[src/rtl/piso_pkg.sv]
package piso_pkg;

    // Synchronized control bundle carried through the input synchronizer
    typedef struct packed {
        logic ld_n;
        logic ser;
        logic tick_a;
        logic tick_b;
    } ctrl_t;

    // Reset value: load inactive, strobes and serial data low
    localparam ctrl_t CTRL_IDLE = '{ld_n: 1'b1, ser: 1'b0, tick_a: 1'b0, tick_b: 1'b0};

    function automatic logic strobe_level(input ctrl_t c);
        return c.tick_a | c.tick_b;
    endfunction

endpackage

[src/rtl/piso_sync.sv]
module piso_sync
    import piso_pkg::*;
#(
    parameter int DEPTH = 2
) (
    input  logic  clk,
    input  logic  rst,
    input  ctrl_t raw,
    output ctrl_t synced
);
    ctrl_t pipe [DEPTH];

    generate
        for (genvar i = 0; i < DEPTH; i++) begin : g_flop
            if (i == 0) begin : g_first
                always_ff @(posedge clk) begin
                    if (rst) pipe[0] <= CTRL_IDLE;
                    else     pipe[0] <= raw;
                end
            end else begin : g_next
                always_ff @(posedge clk) begin
                    if (rst) pipe[i] <= CTRL_IDLE;
                    else     pipe[i] <= pipe[i-1];
                end
            end
        end
    endgenerate

    assign synced = pipe[DEPTH-1];

endmodule

[src/rtl/piso_strobe.sv]
module piso_strobe
    import piso_pkg::*;
(
    input  logic  clk,
    input  logic  rst,
    input  ctrl_t ctl,
    output logic  shift_pulse
);
    logic level;
    logic hist;

    assign level       = strobe_level(ctl);
    assign shift_pulse = level & ~hist;

    // History keeps tracking during load so no edge is replayed afterwards
    always_ff @(posedge clk) begin
        if (rst) hist <= 1'b0;
        else     hist <= level;
    end


    pulse_single_chk: assert property (@(posedge clk) disable iff (rst)
        shift_pulse |=> !shift_pulse);


    held_level_chk: assert property (@(posedge clk) disable iff (rst)
        ($past(level) && level) |-> !shift_pulse);

endmodule

[src/rtl/piso_chain.sv]
module piso_chain #(
    parameter int STAGES = 8
) (
    input  logic              clk,
    input  logic              rst,
    input  logic              ld_n,
    input  logic              shift_pulse,
    input  logic              ser,
    input  logic [STAGES-1:0] par_in,
    output logic [STAGES-1:0] stages
);
    always_ff @(posedge clk) begin
        if (rst)               stages <= '0;
        else if (!ld_n)        stages <= par_in;
        else if (shift_pulse)  stages <= {stages[STAGES-2:0], ser};
    end


    reset_clear_chk: assert property (@(posedge clk)
        rst |=> (stages == '0));


    load_capture_chk: assert property (@(posedge clk) disable iff (rst)
        !ld_n |=> (stages == $past(par_in)));


    shift_move_chk: assert property (@(posedge clk) disable iff (rst)
        (ld_n && shift_pulse) |=> (stages == {$past(stages[STAGES-2:0]), $past(ser)}));


    idle_hold_chk: assert property (@(posedge clk) disable iff (rst)
        (ld_n && !shift_pulse) |=> $stable(stages));

endmodule

[src/rtl/piso_shift_reg.sv]
module piso_shift_reg
    import piso_pkg::*;
#(
    parameter int STAGES     = 8,
    parameter int SYNC_DEPTH = 2
) (
    input  logic              clk,
    input  logic              rst,
    input  logic [STAGES-1:0] par_in,
    input  logic              ser_in,
    input  logic              load_n,
    input  logic              tick_a,
    input  logic              tick_b,
    output logic              out_q,
    output logic              out_qn
);
    localparam int LAST = STAGES - 1;

    ctrl_t             raw_ctl;
    ctrl_t             sync_ctl;
    logic              shift_pulse;
    logic [STAGES-1:0] stages;

    assign raw_ctl = '{ld_n: load_n, ser: ser_in, tick_a: tick_a, tick_b: tick_b};

    piso_sync #(.DEPTH(SYNC_DEPTH)) sync_i (
        .clk    (clk),
        .rst    (rst),
        .raw    (raw_ctl),
        .synced (sync_ctl)
    );

    piso_strobe strobe_i (
        .clk         (clk),
        .rst         (rst),
        .ctl         (sync_ctl),
        .shift_pulse (shift_pulse)
    );

    piso_chain #(.STAGES(STAGES)) chain_i (
        .clk         (clk),
        .rst         (rst),
        .ld_n        (sync_ctl.ld_n),
        .shift_pulse (shift_pulse),
        .ser         (sync_ctl.ser),
        .par_in      (par_in),
        .stages      (stages)
    );

    assign out_q  = stages[LAST];
    assign out_qn = ~stages[LAST];

endmodule

[config.mk]
export PLATFORM = sky130hd
export DESIGN_NAME = piso_shift_reg
export DESIGN_NICKNAME = d
export VERILOG_FILES = /design/src/rtl/piso_pkg.sv /design/src/rtl/piso_sync.sv /design/src/rtl/piso_strobe.sv /design/src/rtl/piso_chain.sv /design/src/rtl/piso_shift_reg.sv
export SDC_FILE = /design/constraint.sdc
export NUM_CORES = 1
export LEC_CHECK = 0
export ABC_AREA = 1
export CAP_MARGIN = 10
export CORE_AREA = 2 2 39 41
export CTS_CLUSTER_DIAMETER = 40
export CTS_CLUSTER_SIZE = 25
export DETAILED_ROUTE_END_ITERATION = 8
export DIE_AREA = 0 0 41 43
export DONT_BUFFER_PORTS = 1
export PLACE_DENSITY = 0.69
export SLEW_MARGIN = 15
export SYNTH_ARGS = -nofsm -noshare
export SYNTH_HDL_FRONTEND = slang
export SYNTH_SLANG_ARGS = --single-unit
[constraint.sdc]
create_clock -name clk -period 2.2 [get_ports clk]
set_input_delay 0.55 -clock clk [delete_from_list [all_inputs] [get_ports clk]]
set_output_delay 0.55 -clock clk [all_outputs]
set_load 0.05 [all_outputs]
==> reports/qor.txt, run 1 <==
Top-level I/O count = 16
R2r setup slk = 880 ps
Clock tree from TritonCTS = yes
Routability cong. = 0.677
Syn nets = 112
Grt ovf = 0
Buffers added on ports = 0
Iter 0 DRT Violations = 3
Setup Viol. Count Final = 0
Worst-Skew Late Latency = 290 ps
Post-synthesis sequential area ratio = 0.476
Clock Tree Buf Depth = 2
Hold Crit Class = input port to flop
Final Core Density = 0.529
Crit Path Category = flop to output pin
Pwr Density = 798 mW/mm2
Drt drc = 0
Global-route wire length before repair = 1540 um
Root Driver = clkbuf_4
Register Area = 340 um2
MaxCap Viol Count = 0
Die Area = 0.00176 mm2
DP Wirelength = 702 um
Worst R2R Path Depth = 3
Max Fanout on Critical Path = 2
Multi-input logic area = 268 um2
Filler cell count = 148
Crit-path cells = buf_4 -> inv_1
Setup TNS = 0 ps
# hold bufs at CTS = 0
Via density = 4.80
Crit. Startpoint = chain_i.stages[7]
Measured slew at the worst slew-check pin = 619 ps
Peak VDD IR = 0.442 mV
CTS Buf Count = 3
DP Area = 704 um2
RSZ-0062 raised after global routing = no
Largest net degree at the start of global routing = 20
Period Utilization, post-route = 0.759
Die width = 41 um
Fin crit period = 1670 ps
Syn Inst Count = 98
Clock Pin Slew Worst Setup and Hold Paths = 100 ps
Avg Synthesized Cell Area = 7.30 um2
Critical path's largest stage delay = 350 ps
Startpoint Class = flop
Slew headroom = 0.587
Synth Cell Area = 716 um2
GRT Overall Usage = 0.136
Post-CTS Setup Repair Bufs = 0
Final Cell Area = 732 um2
Kind of end point of the critical path = output pin
FF-to-FF Start = sync_i.pipe[1][3]
DR pass1 iterations = 2
Yosys cell types = 14
Max Transition Viols Final = 0
Layout cells sized above 1 = 0.0808
Vias = 552
Core area = 0.00138 mm2
Total Nets Final = 114
Most frequent cells in the layout = 23 x nor2_1, 23 x nand2_1, 17 x dfxtp_1
Critical Path AT = 1120 ps
Achievable frequency = 599 MHz
Antenna cells = 0
Number of synthesized register bits = 17
Critical-path top delay cell = inv_1
Initial Util = 0.517
Post-route ant nets = 0
Terminus of the critical flop-to-flop path = chain_i.stages[2]
Critical Path End = out_qn
Fin Clk Skew = 8.80 ps
TritonCTS Sinks = 17
Status = finished, final reports clean
Final WL = 1010 um
Yosys warning total = 0
H-tree Lvls = 1
Vias in the first global route = 424
Post-cts resize count = 0
Vert. Die Dim = 43 um
Routed WL per cell = 8.76 um
Num rows = 14
Required time of the worst setup path = 1650 ps
Final Hold Vio Count = 0
Leak = 0.000362 uW
Area growth syn-to-layout = 2.27%
Antenna violations before repair = 0
## Yosys cell counts (all sizes together)
cell	instances	area [um2]
clkinv	1	8.76
o21ai	2	13.8
nor2	23	86.3
or2	2	12.5
o21a	7	52.6
dfxtp	17	340
buf	4	38.8
nand3	1	5.00
a21oi	1	5.00
nand2	24	92.6
inv	16	60.1
## per-stage QoR
step | total power, uW | setup WS, ps | instances | hold slack [ps]
floorplan | 425 | 684 | 98 | 383
global placement | 425 | 846 | 111 | 389
detailed placement | 429 | 840 | 111 | 394
CTS | 589 | 517 | 115 | 315
global route | 615 | 472 | 115 | 307
finish | 584 | 529 | 115 | 317
## final cells by class
class | count | area share
sequential | 17 | 0.465
multi-input combinational | 60 | 0.366
inverter | 17 | 0.0940
clock buffer | 3 | 0.0308
tap | 16 | 0.0274
timing repair buffer | 1 | 0.0103
clock inverter | 1 | 0.00684
## metal layers
| layer | vias up | global-route usage | wire length (um) |
|---|---|---|---|
| met2 | 14 | 0.191 | 441 |
| met5 | - | 0 | 0 |
| li1 | 290 | - | - |
| met4 | 0 | 0.120 | 34 |
| met3 | 4 | 0.0366 | 38 |
| met1 | 244 | 0.160 | 493 |
## cell families after synthesis
| family | Yosys count | share of synthesized area |
|---|---|---|
| AND/OR/NAND/NOR | 50 | 0.274 |
| buffers and inverters | 21 | 0.150 |
| flip-flops | 17 | 0.476 |
| AO/OA/AOI/OAI | 10 | 0.0996 |
## worst min-delay path by stage
stage                              endpoint         startpoint  depth (start not counted)  slack (ps)
after global routing          strobe_i.hist                rst                          1         310
final                     sync_i.pipe[1][2]                rst                          1         320
after CTS                 sync_i.pipe[0][1]                rst                          1         310
after detailed placement  sync_i.pipe[1][3]  sync_i.pipe[0][3]                          1         390
after global placement    sync_i.pipe[1][0]  sync_i.pipe[0][0]                          2         390
after floorplan           sync_i.pipe[1][3]  sync_i.pipe[0][3]                          1         380
## flip-flops by register name, summed over array words and instances, names as in the netlist
name / count
strobe_i.hist: 1
sync_i.pipe: 8
chain_i.stages: 8
## power by group
group	internal [uW]	switching, uW
logic	31.1	48.3
registers	329	11.9
clock network	67.5	96.0
total	428	156
## worst max-delay path: cells and delay by family (launching register included)
kind	cells	cell delay, ps
buffers and inverters	2	530
flip-flops	1	310
Note: power is estimated with default switching activity, not from simulation.
==> run 2: changes to the inputs <==
--- a/config.mk
+++ b/config.mk
@@ -5,7 +5,7 @@
 export SDC_FILE = /design/constraint.sdc
 export NUM_CORES = 1
 export LEC_CHECK = 0
-export ABC_AREA = 1
+export ABC_AREA = 0
 export CAP_MARGIN = 10
 export CORE_AREA = 2 2 39 41
 export CTS_CLUSTER_DIAMETER = 40
@@ -13,7 +13,6 @@
 export DETAILED_ROUTE_END_ITERATION = 8
 export DIE_AREA = 0 0 41 43
 export DONT_BUFFER_PORTS = 1
-export PLACE_DENSITY = 0.69
 export SLEW_MARGIN = 15
 export SYNTH_ARGS = -nofsm -noshare
 export SYNTH_HDL_FRONTEND = slang
==> constraint.sdc (replaced) <==
create_clock -name clk -period 1.54 [get_ports clk]
set_input_delay 0.385 -clock clk [delete_from_list [all_inputs] [get_ports clk]]
set_output_delay 0.385 -clock clk [all_outputs]
set_load 0.05 [all_outputs]
==> reports/qor.txt, run 2 <==
Terminus of the critical flop-to-flop path = chain_i.stages[0]
Achievable frequency = 794 MHz
Placed cell count = 80
Syn Inst Count = 66
Area leader, netlist = dfxtp_1
Most frequent cells in the layout = 17 x dfxtp_1, 16 x nand2_1, 10 x nor2_1
WHS Endpoint = chain_i.stages[4]
Clock Pin Slew Worst Setup and Hold Paths = 100 ps
Final Hold Vio Count = 0
Worst R2R Path Depth = 2
Drt drc = 0
Antenna violations before repair = 0
Final Core Density = 0.467
Measured slew at the worst slew-check pin = 471 ps
Asr flop ratio synth = 0
Post-cts resize count = 0
MaxCap Viol Count = 0
Total power = 763 uW
Vias = 434
CTS Buf Count = 3
Setup Viol. Count Final = 0
Initial Util = 0.442
Top flop regs = chain_i.stages (8), sync_i.pipe (8), strobe_i.hist (1)
Avg Synthesized Cell Area = 9.27 um2
Pwr Density = 1180 mW/mm2
Post-CTS Setup Repair Bufs = 0
Hold Crit Class = input port to flop
Syn nets = 80
Fin Clk Skew = 3.93 ps
Iter 0 DRT Violations = 3
Buffers added on ports = 0
GRT Overall Usage = 0.132
Status = finished, final reports clean
Yosys warning total = 0
Worst-Skew Late Latency = 290 ps
Total Nets Final = 83
Grt peak-use layer = met2
Leak = 0.000228 uW
Slew headroom = 0.686
# hold bufs at CTS = 0
Via density = 5.17
DR pass1 iterations = 2
R2r setup slk = 420 ps
Hold_sp = rst
Die width = 41 um
Met1 Track Usage GR = 0.134
Clock tree from TritonCTS = yes
Root Driver = clkbuf_4
Global-route wire length before repair = 1470 um
Routed WL per cell = 11.0 um
Grt ovf = 0
Most common cell after layout, fill and taps aside = dfxtp_1
Fin cells = 84
Clock Tree Buf Depth = 2
Vert. Die Dim = 43 um
Number of synthesized register bits = 17
Num rows = 14
Area growth syn-to-layout = 5.52%
Core area = 0.00138 mm2
Layout cells sized above 1 = 0.147
Hold Path Cell Cnt = 1
FF-to-FF Start = sync_i.pipe[1][3]
Fin crit period = 1260 ps
Top FF cell, synth = dfxtp_1
Required time of the worst setup path = 1150 ps
Largest net degree at the start of global routing = 18
Max Fanout on Critical Path = 3
Number of synthesized flops with an enable pin = 0
Met3 GRT Util = 0.0942
Area share of the largest cell type after synthesis = 0.556
Yosys cell types = 13
Routability cong. = 0.619
Most frequent cells after synthesis = 17 x dfxtp_1, 16 x nand2_1, 10 x nor2_1
Synth Cell Area = 612 um2
Most common cell in the netlist = dfxtp_1
Post-route ant nets = 0
Top-level I/O count = 16
Setup TNS = 0 ps
Max Transition Viols Final = 0
Peak VDD IR = 0.683 mV
Startpoint Class = flop
Kind of end point of the critical path = output pin
Post-synthesis sequential area ratio = 0.556
Vias in the first global route = 367
RSZ-0062 raised after global routing = no
Die Area = 0.00176 mm2
Grt met2 use = 0.188
Dominant cells by area after synthesis = dfxtp_1 56%, a311oi_1 11%, nand2_1 9.8%
Crit Path Category = flop to output pin
Final WL = 928 um
Critical Path AT = 880 ps
Antenna cells = 0
TritonCTS Sinks = 17
Period Utilization, post-route = 0.818
H-tree Lvls = 1
## run 2: cell types whose count changed in the layout (fill, tap and decap cells not counted), sizes merged, moves of 2 or more
cell and delta:
inv -15, nor2 -13, a311oi +8, nand2 -8
o21a -7, nor2b +6, o21ai -2
## run 2: routing by layer
metal  wire, um  vias up  part of all wire
li1           -      225                 -
met1        416      189              0.45
met2        401       15              0.43
met3         88        5             0.095
met4         21        0             0.023
met5          0        -                 0
## run 2: worst max-delay path by stage
stage                 startpoint           endpoint  slack [ps]  cells after the start
4_1_cts        chain_i.stages[7]             out_qn         270                      2
2_1_floorplan  chain_i.stages[7]             out_qn         180                      1
6_report       chain_i.stages[7]             out_qn         280                      2
3_5_place_dp   sync_i.pipe[1][3]  chain_i.stages[0]         420                      2
3_3_place_gp   sync_i.pipe[1][3]  chain_i.stages[6]         450                      2
5_1_grt        chain_i.stages[7]             out_qn         200                      2
## run 2: layout make-up
cell class | count | area (um2)
clock inverter | 1 | 5.00
tap | 16 | 20.0
timing repair buffer | 2 | 15.0
multi-input combinational | 44 | 239
clock buffer | 3 | 22.5
sequential | 17 | 340
fill | 143 | 738
inverter | 1 | 3.75
## run 2: where the power goes
group | total, uW | switching [uW] | internal, uW
clock network | 233 | 136 | 96.6
registers | 476 | 13.4 | 463
logic | 53.8 | 30.1 | 23.8
## run 2: cell families after synthesis
kind of cell,count (synthesis),synth area share
compound gates,10,0.149
buf+inv,5,0.0532
flops,17,0.556
simple gates,34,0.241
## run 2: critical path: stages (launching register included)
cell and delay [ps]:
dfxtp_1 360, inv_1 50, buf_4 180
## run 2: metrics by stage
stage | hold slack (ps) | setup slack [ps] | instance area (um2)
after global placement | 400 | 453 | 618
after CTS | 142 | 267 | 646
after detailed placement | 403 | 417 | 618
final | 151 | 280 | 646
after floorplan | 389 | 176 | 612
after global routing | 120 | 201 | 646
==> run 3: changes to the inputs <==
==> constraint.sdc (replaced) <==
create_clock -name clk -period 1.3 [get_ports clk]
set_input_delay 0.325 -clock clk [delete_from_list [all_inputs] [get_ports clk]]
set_output_delay 0.325 -clock clk [all_outputs]
set_load 0.05 [all_outputs]
==> reports/qor.txt, run 3 (synthesis results as in run 2) <==
MaxCap Viol Count = 0
Required time of the worst setup path = 980 ps
Iter 0 DRT Violations = 3
Global-route wire length before repair = 1320 um
Sequential share of power = 0.628
Max Transition Viols Final = 0
Grt ovf = 0
Via density = 5.09
Top flop regs = chain_i.stages (8), sync_i.pipe (8), strobe_i.hist (1)
Buffers added on ports = 0
Pwr Density = 1370 mW/mm2
Clk pwr share = 0.300
Hold Crit Class = input port to flop
Startpoint Class = flop
Crit Path Category = flop to output pin
Net Sw Frac = 0.231
Total Nets Final = 84
DR pass1 iterations = 2
Leak = 0.000232 uW
Setup Viol. Count Final = 0
Fin Hold WS = 88.7 ps
RSZ-0062 raised after global routing = no
Worst Path Buf+Inv = 1
Core area = 0.00138 mm2
Antenna violations before repair = 0
Max Fanout on Critical Path = 3
H-tree Lvls = 1
Critical path's largest stage delay = 370 ps
Final Hold Vio Count = 0
Initial Util = 0.442
Measured slew at the worst slew-check pin = 438 ps
Fin crit period = 1230 ps
Vert. Die Dim = 43 um
Achievable frequency = 815 MHz
Vias = 433
TritonCTS Sinks = 17
Clock tree from TritonCTS = yes
Worst path top cell family by delay = flip-flops
Area growth syn-to-layout = 7.57%
Die Area = 0.00176 mm2
Clock Pin Slew Worst Setup and Hold Paths = 90 ps
Worst-Skew Late Latency = 280 ps
Total power = 900 uW
Routed WL per cell = 10.7 um
Layout cells sized above 1 = 0.188
DP Worst Slack = 238 ps
Post-CTS Setup Repair Bufs = 0
Drt drc = 0
Status = finished, final reports clean
PnR worst setup slack = 73.6 ps
Critical Path AT = 900 ps
Kind of end point of the critical path = output pin
Psw = 208 uW
Crit-path cells = clkinvlp_4
Die width = 41 um
Slew headroom = 0.708
Num rows = 14
Setup TNS = 0 ps
Root Driver = clkbuf_4
Fin Clk Skew = 4.40 ps
GRT Overall Usage = 0.119
Final WL = 910 um
Antenna cells = 0
Vias in the first global route = 309
Comb pwr share = 0.072
DP Wirelength = 614 um
Largest net degree at the start of global routing = 18
Top-level I/O count = 16
Int Power = 692 uW
Period Utilization, post-route = 0.943
CTS Buf Count = 3
Post-route ant nets = 0
Most frequent cells in the layout = 16 x nand2_1, 16 x dfxtp_1, 10 x nor2_1
Peak VDD IR = 1.01 mV
Routability cong. = 0.594
Clock Tree Buf Depth = 2
Critical-path top delay cell = dfxtp_2
[run 3: cell count changes in the layout (fill, tap and decap cells not counted)]
cell,before,now
dfxtp_1,17,16
buf_4,2,3
dfxtp_2,0,1
clkinvlp_4,0,1
inv_1,1,0
[run 3: cell type report]
cell class / instances / area [um2]
Inverter: 1 / 7.51
Sequential cell: 17 / 342
Clock inverter: 1 / 5.00
Multi-Input combinational cell: 44 / 239
Fill cell: 143 / 726
Timing Repair Buffer: 3 / 22.5
Tap cell: 16 / 20.0
Clock buffer: 3 / 22.5
[run 3: power by group through the flow]
stage | logic (uW) | registers, uW | clock network (uW)
after floorplan | 60.5 | 577 | 0
after global placement | 64.6 | 577 | 0
after detailed placement | 65.2 | 577 | 0
after CTS | 65.3 | 565 | 291
after global routing | 71.5 | 569 | 309
final | 64.8 | 566 | 270
[run 3: routing by layer]
metal  track usage  up-vias  wire length, um
met5             0        -                0
met1         0.138      187              439
met2         0.153       16              363
li1              -      228                -
met3        0.0785        2               88
met4        0.0800        0               19
[run 3: metrics by stage]
step | instances | util | area, um2
6_report | 85 | 0.476 | 658
5_1_grt | 85 | 0.476 | 658
4_1_cts | 85 | 0.473 | 654
3_5_place_dp | 81 | 0.453 | 627
3_3_place_gp | 81 | 0.453 | 627
2_1_floorplan | 66 | - | 613
[run 3: path summary, 6_finish.rpt]
path,cells past startpoint,end,startpoint,slack (ps)
hold reg to reg,1,sync_i.pipe[1][3],sync_i.pipe[0][3],410
hold / removal,1,chain_i.stages[7],rst,90
setup reg to reg,3,chain_i.stages[4],sync_i.pipe[1][0],220
setup / recovery,1,out_qn,chain_i.stages[7],70
[run 3: timing repair]
action / CTS / global route
gates resized for setup: 0 / 1
endpoints found under the setup margin: 0 / 1
hold buffers: 0 / 0
